[src/rtl/srs_pkg.sv]
// Shared constants and types for the soft reset sequencer.
// Assumes a 32-bit status word with the idle flag in its top bit.
package srs_pkg;
    localparam int NREQ     = 5;
    localparam int NOPS     = 4;
    localparam int REG_W    = 32;
    localparam int IDLE_BIT = REG_W - 1;
    localparam int B_CORE   = 0;
    localparam int B_CTL    = 1;
    localparam int B_TXF    = 2;
    localparam int B_RXF    = 3;
    localparam int B_FRM    = 4;

    // Slot order is also service priority: lower value wins.
    typedef enum logic [1:0] {
        SL_CORE = 2'd0,
        SL_CTL  = 2'd1,
        SL_TXF  = 2'd2,
        SL_RXF  = 2'd3
    } slot_e;
endpackage

[src/rtl/srs_req_reg.sv]
// Request bit bank: one sticky bit per operation.
// A write sets bits, and completion clears them. A core reset start
// drops all non-core bits and blocks writes to them while it runs.
// Assumes clr_i is a single-cycle completion indication per bit.
module srs_req_reg
    import srs_pkg::*;
(
    input  logic            clk,
    input  logic            rst_n,
    input  logic            wr_i,
    input  logic [NREQ-1:0] wdata_i,
    input  logic [NREQ-1:0] clr_i,
    input  logic            core_start_i,
    input  logic            core_run_i,
    output logic [NREQ-1:0] req_o
);
    logic [NREQ-1:0] req_q;

    for (genvar gi = 0; gi < NREQ; gi++) begin : g_bit
        if (gi == B_CORE) begin : g_core
            logic set_w;
            assign set_w = wr_i & wdata_i[gi];
            // Core bit: set by write, cleared by its own completion.
            always_ff @(posedge clk) begin
                if (!rst_n)          req_q[gi] <= 1'b0;
                else if (clr_i[gi])  req_q[gi] <= 1'b0;
                else if (set_w)      req_q[gi] <= 1'b1;
            end
        end else begin : g_other
            logic set_w;
            assign set_w = wr_i & wdata_i[gi] & ~core_run_i & ~core_start_i;
            // Other bits: dropped by core reset start, else set/clear.
            always_ff @(posedge clk) begin
                if (!rst_n)                          req_q[gi] <= 1'b0;
                else if (core_start_i || clr_i[gi])  req_q[gi] <= 1'b0;
                else if (set_w)                      req_q[gi] <= 1'b1;
            end
            // a bit only falls on its completion or a core reset start
            a_r2_no_spurious_clear: assert property (@(posedge clk) disable iff (!rst_n)
                $fell(req_q[gi]) |-> $past(clr_i[gi] || core_start_i));
        end
    end

    assign req_o = req_q;
endmodule

[src/rtl/srs_op_engine.sv]
// Timed operation engine. It picks the highest-priority pending
// operation while idle, issues its start pulse and counts down its
// duration. At the end it signals completion for that request bit.
// Assumes every duration parameter is at least 1.
module srs_op_engine
    import srs_pkg::*;
#(
    parameter int CLK_RATIO = 2,
    parameter int CORE_CYC  = 16,
    parameter int CTL_CYC   = 6
) (
    input  logic            clk,
    input  logic            rst_n,
    input  logic [NOPS-1:0] req_i,
    output logic            busy_o,
    output slot_e           slot_o,
    output logic [NOPS-1:0] done_o,
    output logic [NOPS-1:0] pulse_o,
    output logic            core_start_o,
    output logic            core_done_o
);
    localparam int FLUSH_CYC = 8 * CLK_RATIO;
    localparam int CC_MAX    = (CORE_CYC > CTL_CYC) ? CORE_CYC : CTL_CYC;
    localparam int MAX_CYC   = (CC_MAX > FLUSH_CYC) ? CC_MAX : FLUSH_CYC;
    localparam int CNT_W     = $clog2(MAX_CYC + 1);

    logic             busy_q;
    slot_e            slot_q;
    logic [CNT_W-1:0] cnt_q;
    logic [NOPS-1:0]  pulse_q;
    slot_e            pick;
    logic             start_w;
    logic             last_w;

    function automatic logic [NOPS-1:0] slot_oh(slot_e s);
        return {{(NOPS-1){1'b0}}, 1'b1} << s;
    endfunction

    function automatic logic [CNT_W-1:0] load_of(slot_e s);
        case (s)
            SL_CORE: return CNT_W'(CORE_CYC - 1);
            SL_CTL:  return CNT_W'(CTL_CYC - 1);
            default: return CNT_W'(FLUSH_CYC - 1);
        endcase
    endfunction

    // Fixed-priority pick: the lowest-numbered pending slot wins.
    always_comb begin
        pick = SL_RXF;
        for (int i = NOPS - 1; i >= 0; i--) begin
            if (req_i[i]) pick = slot_e'(2'(i));
        end
    end

    assign start_w = !busy_q && (|req_i);
    assign last_w  = busy_q && (cnt_q == '0);

    // Operation state: idle, or running one slot with a countdown.
    always_ff @(posedge clk) begin
        if (!rst_n) begin
            busy_q <= 1'b0;
            slot_q <= SL_CORE;
            cnt_q  <= '0;
        end else if (start_w) begin
            busy_q <= 1'b1;
            slot_q <= pick;
            cnt_q  <= load_of(pick);
        end else if (last_w) begin
            busy_q <= 1'b0;
        end else if (busy_q) begin
            cnt_q <= cnt_q - 1'b1;
        end
    end

    // Start pulse: one cycle, for the slot that just began.
    always_ff @(posedge clk) begin
        if (!rst_n) pulse_q <= '0;
        else        pulse_q <= start_w ? slot_oh(pick) : '0;
    end

    assign busy_o       = busy_q;
    assign slot_o       = slot_q;
    assign pulse_o      = pulse_q;
    assign done_o       = last_w ? slot_oh(slot_q) : '0;
    assign core_start_o = start_w && (pick == SL_CORE);
    assign core_done_o  = last_w && (slot_q == SL_CORE);

    // never more than one start pulse at a time
    a_r12_pulse_onehot: assert property (@(posedge clk) disable iff (!rst_n)
        $onehot0(pulse_q));
    // a pulse belongs to the operation now running
    a_r7_pulse_owner: assert property (@(posedge clk) disable iff (!rst_n)
        (pulse_q != '0) |-> (busy_q && pulse_q == slot_oh(slot_q)));
    // no preemption while the countdown runs
    a_r7_hold_slot: assert property (@(posedge clk) disable iff (!rst_n)
        (busy_q && cnt_q != '0) |=> (busy_q && $stable(slot_q)));
    // completion returns to idle for one cycle
    a_r3_end_idle: assert property (@(posedge clk) disable iff (!rst_n)
        last_w |=> !busy_q);
endmodule

[src/rtl/srs_frame_ctr.sv]
// Frame number counter. It steps on each start-of-frame and wraps at
// its width. A pending restart makes the next start-of-frame load 0.
// It is held at 0 while a core reset starts or runs.
module srs_frame_ctr #(
    parameter int FN_W = 14
) (
    input  logic            clk,
    input  logic            rst_n,
    input  logic            sof_i,
    input  logic            restart_i,
    input  logic            hold_i,
    output logic            restart_done_o,
    output logic [FN_W-1:0] fn_o
);
    localparam logic [FN_W-1:0] FN_MAX = {FN_W{1'b1}};

    logic [FN_W-1:0] fn_q;

    assign restart_done_o = sof_i && restart_i && !hold_i;

    // Frame number update on start-of-frame, restart or core reset.
    always_ff @(posedge clk) begin
        if (!rst_n)              fn_q <= '0;
        else if (hold_i)         fn_q <= '0;
        else if (sof_i) begin
            if (restart_i)       fn_q <= '0;
            else if (fn_q == FN_MAX) fn_q <= '0;
            else                 fn_q <= fn_q + 1'b1;
        end
    end

    assign fn_o = fn_q;

    // a start-of-frame with a pending restart carries number 0
    a_r8_restart_zero: assert property (@(posedge clk) disable iff (!rst_n)
        (sof_i && restart_i && !hold_i) |=> (fn_q == '0));
    // a plain start-of-frame below the top value adds one
    a_r9_step: assert property (@(posedge clk) disable iff (!rst_n)
        (sof_i && !restart_i && !hold_i && fn_q != FN_MAX) |=> (fn_q == $past(fn_q) + 1'b1));
endmodule

[src/rtl/srs_phy_guard.sv]
// PHY access guard. It clears ready while a core reset runs and keeps
// it low for a settling window after the reset ends.
module srs_phy_guard #(
    parameter int CLK_RATIO = 2
) (
    input  logic clk,
    input  logic rst_n,
    input  logic core_run_i,
    input  logic core_done_i,
    output logic ready_o
);
    localparam int PHY_DLY = 3 * CLK_RATIO;
    localparam int PW      = $clog2(PHY_DLY + 1);

    logic [PW-1:0] wait_q;

    // Settling countdown, loaded when a core reset finishes.
    always_ff @(posedge clk) begin
        if (!rst_n)             wait_q <= '0;
        else if (core_done_i)   wait_q <= PW'(PHY_DLY);
        else if (wait_q != '0)  wait_q <= wait_q - 1'b1;
    end

    assign ready_o = !core_run_i && (wait_q == '0);

    // no PHY access right after a core reset ends
    a_r11_settle_after_core: assert property (@(posedge clk) disable iff (!rst_n)
        core_done_i |=> !ready_o);
endmodule

[src/rtl/soft_reset_seq.sv]
// Top level of the soft reset and FIFO flush sequencer. It joins the
// request bank, the timed engine, the frame counter and the PHY guard,
// and it assembles the 32-bit status word.
// Assumes the write strobe and start-of-frame events are synchronous to clk.
module soft_reset_seq
    import srs_pkg::*;
#(
    parameter int CLK_RATIO = 2,
    parameter int CORE_CYC  = 16,
    parameter int CTL_CYC   = 6,
    parameter int FN_W      = 14
) (
    input  logic             clk,
    input  logic             rst_n,
    input  logic             req_wr_i,
    input  logic [4:0]       req_bits_i,
    input  logic             mst_busy_i,
    input  logic             sof_i,
    output logic [31:0]      status_o,
    output logic [FN_W-1:0]  frame_num_o,
    output logic             phy_ready_o,
    output logic             core_rst_pulse_o,
    output logic             ctl_rst_pulse_o,
    output logic             txf_flush_pulse_o,
    output logic             rxf_flush_pulse_o
);
    logic [NREQ-1:0] req_q;
    logic [NREQ-1:0] clr_w;
    logic [NOPS-1:0] done_w;
    logic [NOPS-1:0] pulse_w;
    logic            busy_w;
    slot_e           slot_w;
    logic            core_start_w;
    logic            core_done_w;
    logic            core_run_w;
    logic            ctl_run_w;
    logic            frm_done_w;
    logic            idle_w;

    assign core_run_w = busy_w && (slot_w == SL_CORE);
    assign ctl_run_w  = busy_w && (slot_w == SL_CTL);
    assign clr_w      = {frm_done_w, done_w};

    srs_req_reg u_req (
        .clk          (clk),
        .rst_n        (rst_n),
        .wr_i         (req_wr_i),
        .wdata_i      (req_bits_i),
        .clr_i        (clr_w),
        .core_start_i (core_start_w),
        .core_run_i   (core_run_w),
        .req_o        (req_q)
    );

    srs_op_engine #(
        .CLK_RATIO (CLK_RATIO),
        .CORE_CYC  (CORE_CYC),
        .CTL_CYC   (CTL_CYC)
    ) u_eng (
        .clk          (clk),
        .rst_n        (rst_n),
        .req_i        (req_q[NOPS-1:0]),
        .busy_o       (busy_w),
        .slot_o       (slot_w),
        .done_o       (done_w),
        .pulse_o      (pulse_w),
        .core_start_o (core_start_w),
        .core_done_o  (core_done_w)
    );

    srs_frame_ctr #(
        .FN_W (FN_W)
    ) u_frm (
        .clk            (clk),
        .rst_n          (rst_n),
        .sof_i          (sof_i),
        .restart_i      (req_q[B_FRM]),
        .hold_i         (core_start_w || core_run_w),
        .restart_done_o (frm_done_w),
        .fn_o           (frame_num_o)
    );

    srs_phy_guard #(
        .CLK_RATIO (CLK_RATIO)
    ) u_phy (
        .clk         (clk),
        .rst_n       (rst_n),
        .core_run_i  (core_run_w),
        .core_done_i (core_done_w),
        .ready_o     (phy_ready_o)
    );

    assign idle_w   = !mst_busy_i && !core_run_w && !ctl_run_w;
    assign status_o = {idle_w, {(REG_W - 1 - NREQ){1'b0}}, req_q};

    assign core_rst_pulse_o  = pulse_w[B_CORE];
    assign ctl_rst_pulse_o   = pulse_w[B_CTL];
    assign txf_flush_pulse_o = pulse_w[B_TXF];
    assign rxf_flush_pulse_o = pulse_w[B_RXF];

    // the idle flag is low in the cycle a core reset starts
    a_r10_not_idle_on_core: assert property (@(posedge clk) disable iff (!rst_n)
        core_rst_pulse_o |-> !status_o[IDLE_BIT]);
    // the idle flag is low in the cycle a control reset starts
    a_r10_not_idle_on_ctl: assert property (@(posedge clk) disable iff (!rst_n)
        ctl_rst_pulse_o |-> !status_o[IDLE_BIT]);
endmodule

[config.mk]
export PLATFORM = sky130hd
export DESIGN_NAME = soft_reset_seq
export DESIGN_NICKNAME = d
export VERILOG_FILES = /design/src/rtl/srs_pkg.sv /design/src/rtl/srs_req_reg.sv /design/src/rtl/srs_op_engine.sv /design/src/rtl/srs_frame_ctr.sv /design/src/rtl/srs_phy_guard.sv /design/src/rtl/soft_reset_seq.sv
export SDC_FILE = /design/constraint.sdc
export NUM_CORES = 1
export LEC_CHECK = 0
export BUFFER_PORTS_ARGS = -buffer_cell sky130_fd_sc_hd__buf_2
export CAP_MARGIN = 20
export CORE_AREA = 2 2 55 109
export DETAILED_ROUTE_END_ITERATION = 7
export DIE_AREA = 0 0 57 111
export SLEW_MARGIN = 20
export SYNTH_ARGS = -nofsm -noshare
export SYNTH_HDL_FRONTEND = slang
export SYNTH_HIERARCHICAL = 1
export SYNTH_SLANG_ARGS = --single-unit
export TNS_END_PERCENT = 1
[constraint.sdc]
create_clock -name clk -period 1.8 [get_ports clk]
set_input_delay 0.18 -clock clk [delete_from_list [all_inputs] [get_ports clk]]
set_output_delay 0.18 -clock clk [all_outputs]
set_load 0.02 [all_outputs]
Yosys cells after proc, flatten, opt, wreduce, memory -nomap -nowiden
Index checks and enable logic that the tools add are counted.
Storage, ports and cells
  memory bits (read-only): 0
  RAM bits: 0
  latch bits: 0
  memories: 0
  bits in registers: 34
Cells by class
  shift operators: 2
  $lt $le $gt $ge: 0
  reductions and logical operators: 39
  equal/unequal tests: 4
  divide/modulo/power cells: 0
  add/subtract/negate cells: 3
  bitwise operators: 16
  multiply operators: 0
  multiplexer cells: 14
Operator list (count)
  two-way mux 14 bit: 2
  two-way mux 5 bit: 3
  adder 14 x 1 -> 14 bit, second input constant: 1
  == test 14 bit, second input constant: 1
  OR reduction 2 bit: 7
  AND 1 bit: 13
  logical AND 1 bit: 11
  two-way mux 4 bit: 2
  left shift 1 x 2 -> 4 bit, first input constant: 2
  two-way mux 3 bit: 2
  nonzero test 2 bit: 3
  zero test 1 bit: 5
  zero test 5 bit: 1
  logical OR 1 bit: 5
  subtractor 5 x 1 -> 5 bit, second input constant: 1
  == test 2 x 1 -> 1 bit, second input constant: 2
  zero test 2 bit: 2
  two-way mux 2 bit: 2
  AND reduction 2 bit: 2
  OR reduction 4 bit: 1
  zero test 3 bit: 1
  two-way mux 1 bit: 3
  inverter 1 bit: 3
  nonzero test 3 bit: 1
  other kinds (2): 2

Logic depth before layout (Yosys ltp)
Gate-level depths: netlist of the first run.
  word-level depth: 10
  mapped depth: 7

By module
The synthesis of the first run kept the hierarchy.
By module, submodules not included
  srs_frame_ctr: seq. area each 280.3 um2, area an instance 794.5 um2, times used 1, cells an instance 96
  srs_op_engine: seq. area each 240.2 um2, area an instance 579.3 um2, times used 1, cells an instance 68
  soft_reset_seq: seq. area each 0.0 um2, area an instance 234.0 um2, times used 1, cells an instance 32
  srs_req_reg: seq. area each 100.1 um2, area an instance 193.9 um2, times used 1, cells an instance 20
  srs_phy_guard: seq. area each 60.1 um2, area an instance 168.9 um2, times used 1, cells an instance 16

Least setup slack after synthesis of the first run
Ideal clock, no wire load.
  kind: register -> register
  from: register u_eng.busy_q, in the netlist u_eng/busy_o
  to: register u_frm.fn_q[9], in the netlist u_frm/fn_o[9]
  setup time: 79 ps
  path slack: -113 ps
  arrival time: 1834 ps
  clock period less this slack: 1913 ps
  stages on the path, launching flop included: 8
  required time: 1721 ps
  cell sequence: dfxtp_1 clkbuf_1 nor2_1 or2_1 and2b_2 nand2_1 or4b_1 o211ai_1
On the way
  word-level cells in the longest chain between the ends: 5
  elaborated cells between the ends (all ways): 6
  those cells by class: reduce/logical (6)
RTL lines
  from (decl): line srs_op_engine.sv:27  | logic busy_q;
  from (signal assigned): line srs_op_engine.sv:61  | busy_q <= 1'b0;
  from (signal assigned): line srs_op_engine.sv:65  | busy_q <= 1'b1;
  from (signal assigned): line srs_op_engine.sv:69  | busy_q <= 1'b0;
  zero test 1 bit: line srs_op_engine.sv:55  | assign start_w = !busy_q && (|req_i);
  logical AND 1 bit: line srs_op_engine.sv:55
  logical AND 1 bit: line srs_op_engine.sv:85  | assign core_start_o = start_w && (pick == SL_CORE);
  net core_start_w: line soft_reset_seq.sv:33  | logic core_start_w;
  logical OR 1 bit: line soft_reset_seq.sv:78  | .hold_i (core_start_w || core_run_w),
  OR reduction 2 bit (no source line)
  to (signal assigned): line srs_frame_ctr.sv:28  | else fn_q <= fn_q + 1'b1;
  to (decl): line srs_frame_ctr.sv:17  | logic [FN_W-1:0] fn_q;
The timed path passes the listed nets, and every way through them passes these cells.
A chain may end at the register's enable or synchronous reset.

Worst setup path in the final report of the first run
  from: register u_frm.fn_q[0], in the netlist u_frm/fn_o[0]
  to: register u_frm.fn_q[9], in the netlist u_frm/fn_o[9]
On the way
  word-level cells in the longest chain between the ends: 3
  elaborated cells between the ends (all ways): 4
  those cells by class: add/sub (1); eq/ne (1); mux (2)
RTL lines
  adder 14 x 1 -> 14 bit or == test 14 bit (tied branches): line srs_frame_ctr.sv:28, srs_frame_ctr.sv:27
  two-way mux 14 bit (*): line srs_frame_ctr.sv:27  | else if (fn_q == FN_MAX) fn_q <= '0;
  two-way mux 14 bit (*): line srs_frame_ctr.sv:26  | if (restart_i) fn_q <= '0;
Every way passes the cells marked *; elsewhere a longest branch is shown, timed or not.

==> results of run 1 <==
==> synth_stat cells, drive strengths merged (3+ instances only) <==
cell type,instances
nor3b,3
a21oi,9
nand2b,3
o21a,3
nand2,15
dfxtp,34
a211oi,4
and4,4
and2,3
nand3b,5
buf,30
o21ai,6
nand3,9
or4b,3
inv,15
nand4,7
and3,3
xor2,6
nor2,26
xnor2,3
ha,4
nor3,7
==> cell families after synthesis <==
logic type,Yosys count
AOI/OAI and AO/OA,35
xor gates and xnor gates,9
adders and majority gates,4
buffers and inverters,47
DFF,34
muxes,2
other,1
and+or+nand+nor,100
==> worst max-delay path: cells and delay by family, from the launching register on <==
family	cells	cell delay, ns
AO/OA/AOI/OAI	1	0.09
adder cells (fa/ha/maj)	1	0.24
flip-flops	1	0.31
AND/OR/NAND/NOR	3	0.99
==> report_power, final <==
group,internal (mW),switching [mW]
Clock,0.548,0.309
Combinational,0.320,0.415
Sequential,0.834,0.0823
==> final cells by class <==
type,instances,area share [%]
multi-input combinational,176,46.6
sequential,34,29.0
timing repair buffer,50,12.4
clock buffer,7,6.09
tap,61,3.26
inverter,15,2.40
clock inverter,1,0.214
==> timing repair <==
action / CTS / global route
buffers inserted: 0 / 1
setup endpoints to repair: 0 / 3
gates resized for setup: 0 / 1
hold buffers: 0 / 0
==> sequential cells by signal, indices dropped and copies added, names as in the netlist <==
register	flops
u_eng/busy_o	1
u_eng/cnt_q	5
u_phy/wait_q	3
u_eng/pulse_o	4
u_req/req_o	5
u_frm/fn_o	14
u_eng/slot_o	2
==> per-stage QoR <==
step | setup WS [ns] | cells | util [%]
floorplan | 0.0161 | 257 | -
global placement | 0.118 | 335 | 39.3
detailed placement | 0.0808 | 335 | 39.3
CTS | 0.0644 | 343 | 41.9
global route | 0.0253 | 344 | 42.1
finish | 0.103 | 344 | 42.1
==> per-layer routing <==
layer / up-vias / wire, um / part of all wire [%] / global-route usage, %
met5: - / 0 / 0 / 0
met4: 0 / 78 / 1.8 / 5.43
met3: 8 / 271 / 6.3 / 2.92
met2: 63 / 1970 / 46 / 21.5
met1: 797 / 2010 / 46 / 19.5
li1: 864 / - / - / -
==> path summary, 6_finish.rpt <==
path,end,slack (ns),cells past startpoint
min reg2reg,u_eng/pulse_o[0]$_SDFF_PP0_,0.52,2
max,u_frm/fn_o[9]$_SDFFE_PP0P_,0.10,5
max reg2reg,u_frm/fn_o[9]$_SDFFE_PP0P_,0.10,5
min,u_req/req_o[4]$_SDFFE_PP0P_,0.18,3
==> flow_summary.yaml, run 1 <==
status:
  status: "complete, no violations"
placement:
  dpl.hpwl_mm: 3.27
  postPlaceCellArea_um2: 2190
  gp_congestion: 0.865
  io_buffers: 34
grt:
  grt_pass1_wl_mm: 7.33
  grt_max_degree: 15
  grt_pass1_vias: 1606
  gr-total-overflow: 0
  grt_usage_pct: 14.2
  antenna_found_initial: 0
die:
  ios: 61
  die_x_um: 57
  core-area_um2: 5560
  fp.dieH_um: 111
  start_util_pct: 35.4
  die_area_um2: 6330
  placementRows: 39
timing:
  final_hold_viol_count: 0
  fin_crit_ns: 1.70
  slew_viol_final: 0
  max_freq_ghz: 0.589
  rsz0062_at_grt: "no"
  holdWs_ns: 0.176
  tns_ns: 0
  finalCritPeriodShare_pct: 94.3
  skew_ns: 0.00264
  setup_viol: 0
yosys:
  yosys.area_share.simple_pct: 29.5
  synth_edf_count: 0
  synth_top_family_by_area: "simple AND/OR/NAND/NOR gates"
  synthXorXnorAreaFrac_pct: 4.00
  synthAdderAreaFrac_pct: 2.54
  synthCells: 232
  ys_seq_area_share_pct: 34.5
  syn_area_um2: 1970
  synth_flop_cell: "dfxtp_1"
  ys_top_cells_by_area: "dfxtp_1, buf_4, nor2_1"
  synthArstFlopShare_pct: 0
  synth_compound_area_share_pct: 13.0
  synth_cell_types: 54
  synth.avg_cell_area_um2: 8.49
  muxShareOfSynthArea_pct: 1.27
  ys_ff_latch: 34
  yosys.area.top_type: "dfxtp_1"
  synth_top_area_share_pct: 34.5
  yosysWarnings: 6
layout:
  synthToLayoutAreaGrowth_pct: 18.9
  regArea_um2: 681
  diodes: 0
  fin_nets: 296
  multi_input_area_um2: 1090
  design_area_um2: 2340
  drive_gt1_share_pct: 24.4
  layout_common_cells: "buf_2, dfxtp_1, conb_1, nor2_1, buf_4"
  nFillCells: 570
critical_path:
  crit_path_start: "u_frm/fn_o[0]$_SDFFE_PP0P_"
  cp_slowest_stage_delay_ns: 0.47
  worstSetupEndpointType: "flop"
  timing.rr.start: "u_frm/fn_o[0]$_SDFFE_PP0P_"
  worst_setup_path_start_kind: "flop"
  crit_path_max_fanout: 6
  crit_chain: "ha_1, and4_1, nand4_1, or4b_1, o211ai_1"
  cp.arrival_ns: 1.90
  slowest_stage: "or4b_1"
  critPathRequiredTime_ns: 2.00
  worstSetupPathType: "flop to flop"
power_and_ir_drop:
  power.total_mw: 2.51
  vdd_drop_max_mv: 0.839
  p_per_area_nw_per_um2: 1070
  power_leakage_nw: 1.06
detailed_routing:
  routed_wirelength_mm: 4.33
  wire_per_inst_um: 12.6
  viasPerCell: 5.03
  detail-route-antenna-nets: 0
  firstDrtPassIters: 4
  drt_iter0_drc: 92
  routed-via-count: 1732
  drcViolationCount: 0
hold_path:
  hold_path.class: "primary input to flop"
  holdCritStartpoint: "req_bits_i[4]"
cts:
  cts_root_buf: "clkbuf_16"
  clk_latency_ns: 0.28
  clk_pin_slew_ns: 0.05
  htree_levels: 2
  cts_buffer_depth: 2
  cts.sinks: 34
  cts_tree: "done"
  cts_made_buffers: 5
job:
  drv_cap: 0
(Power assumes the default switching activity.)
==> run 2: changes to the inputs <==
- REMOVE_ABC_BUFFERS: unset -> 1
==> flow_summary.yaml, run 2 (same netlist as run 1, synthesis figures left out) <==
status:
  status: "complete, no violations"
cts:
  cts_hold_repair.buffers: 0
  cts_buffer_depth: 2
  post_cts_resized: 0
  cts_root_buf: "clkbuf_16"
  cts_tree: "done"
  cts.sinks: 34
  clk_pin_slew_ns: 0.05
  clk_latency_ns: 0.27
  cts_made_buffers: 5
  htree_levels: 2
  post_cts_buffers: 0
grt:
  gr-total-overflow: 0
  grt_usage_pct: 13.7
  grt_pass1_vias: 1556
  grt_max_degree: 15
  grt_pass1_wl_mm: 7.04
  antenna_found_initial: 0
placement:
  gp_congestion: 0.844
  dpl.hpwl_mm: 3.31
  dp_cells: 335
  io_buffers: 34
layout:
  fin_nets: 296
  drive_gt1_share_pct: 23.8
  synthToLayoutAreaGrowth_pct: 18.3
  final_cells: 342
  layout_common_cells: "buf_2, dfxtp_1, conb_1, nor2_1, buf_4"
  diodes: 0
  largest_register_ffs: 14
detailed_routing:
  drcViolationCount: 0
  detail-route-antenna-nets: 0
  drt_iter0_drc: 82
  routed_wirelength_mm: 4.27
  routed-via-count: 1712
  firstDrtPassIters: 4
  viasPerCell: 5.01
  wire_per_inst_um: 12.5
job:
  drv_cap: 0
critical_path:
  worst_setup_path_start_kind: "flop"
  critPathRequiredTime_ns: 1.62
  crit_path_max_fanout: 5
  cp.arrival_ns: 1.52
  reg2reg_slack_ns: 0.11
  worstSetupEndpointType: "output pin"
  worstSetupPathType: "flop to output pin"
die:
  start_util_pct: 35.4
  fp.dieH_um: 111
  core-area_um2: 5560
  ios: 61
  die_x_um: 57
  placementRows: 39
  die_area_um2: 6330
timing:
  tns_ns: 0
  finalCritPeriodShare_pct: 94.3
  rsz0062_at_grt: "no"
  setup_viol: 0
  skew_ns: 0.00243
  final_hold_viol_count: 0
  fin_crit_ns: 1.70
  slew_viol_final: 0
  max_freq_ghz: 0.589
power_and_ir_drop:
  power.total_mw: 2.46
  power_leakage_nw: 1.06
  p_per_area_nw_per_um2: 1060
  vdd_drop_max_mv: 0.791
hold_path:
  hold_path.class: "primary input to flop"
-- run 2: critical path, stage by stage, from the launching register on --
cell	delay, ns
dfxtp_1	0.34
or2_1	0.25
inv_1	0.07
ha_1	0.26
nor2b_1	0.16
buf_2	0.17
-- run 2: final timing paths --
kind                                 endpoint                          from  cells after the start
setup reg to reg   u_frm/fn_o[9]$_SDFFE_PP0P_    u_frm/fn_o[0]$_SDFFE_PP0P_                      5
hold reg to reg   u_eng/pulse_o[0]$_SDFF_PP0_   u_req/req_o[0]$_SDFFE_PP0P_                      2
hold / removal    u_req/req_o[4]$_SDFFE_PP0P_                 req_bits_i[4]                      3
setup / recovery                  phy_ready_o  u_phy/wait_q[0]$_SDFFE_PP0P_                      5
-- run 2: layer usage --
metal  wire length (um)  track usage [%]  up-vias
met4                 60             5.43        0
met2               2000             21.2       49
met3                265             3.15        6
met1               1950             18.1      798
li1                   -                -      859
met5                  0                0        -
-- run 2: through the flow --
stage | util [%] | hold WS, ns | worst slack, ns | instance area (um2)
floorplan | - | 0.297 | 0.00408 | 1830
detailed placement | 39.3 | 0.475 | 0.120 | 2190
global route | 41.9 | 0.219 | 0.0225 | 2330
finish | 41.9 | 0.192 | 0.102 | 2330
CTS | 41.8 | 0.189 | 0.0928 | 2320
global placement | 39.3 | 0.469 | 0.152 | 2190
-- run 2: power by group --
part / total (mW) / switching (mW) / internal [mW]
Sequential: 0.915 / 0.0798 / 0.835
Combinational: 0.733 / 0.415 / 0.317
Clock: 0.814 / 0.280 / 0.533
-- run 2: cell type report --
type	count	area [um2]
clock buffer	6	139
timing repair buffer	50	290
sequential	34	681
tap	61	76.3
inverter	15	56.3
multi-input combinational	176	1090
fill	603	3230
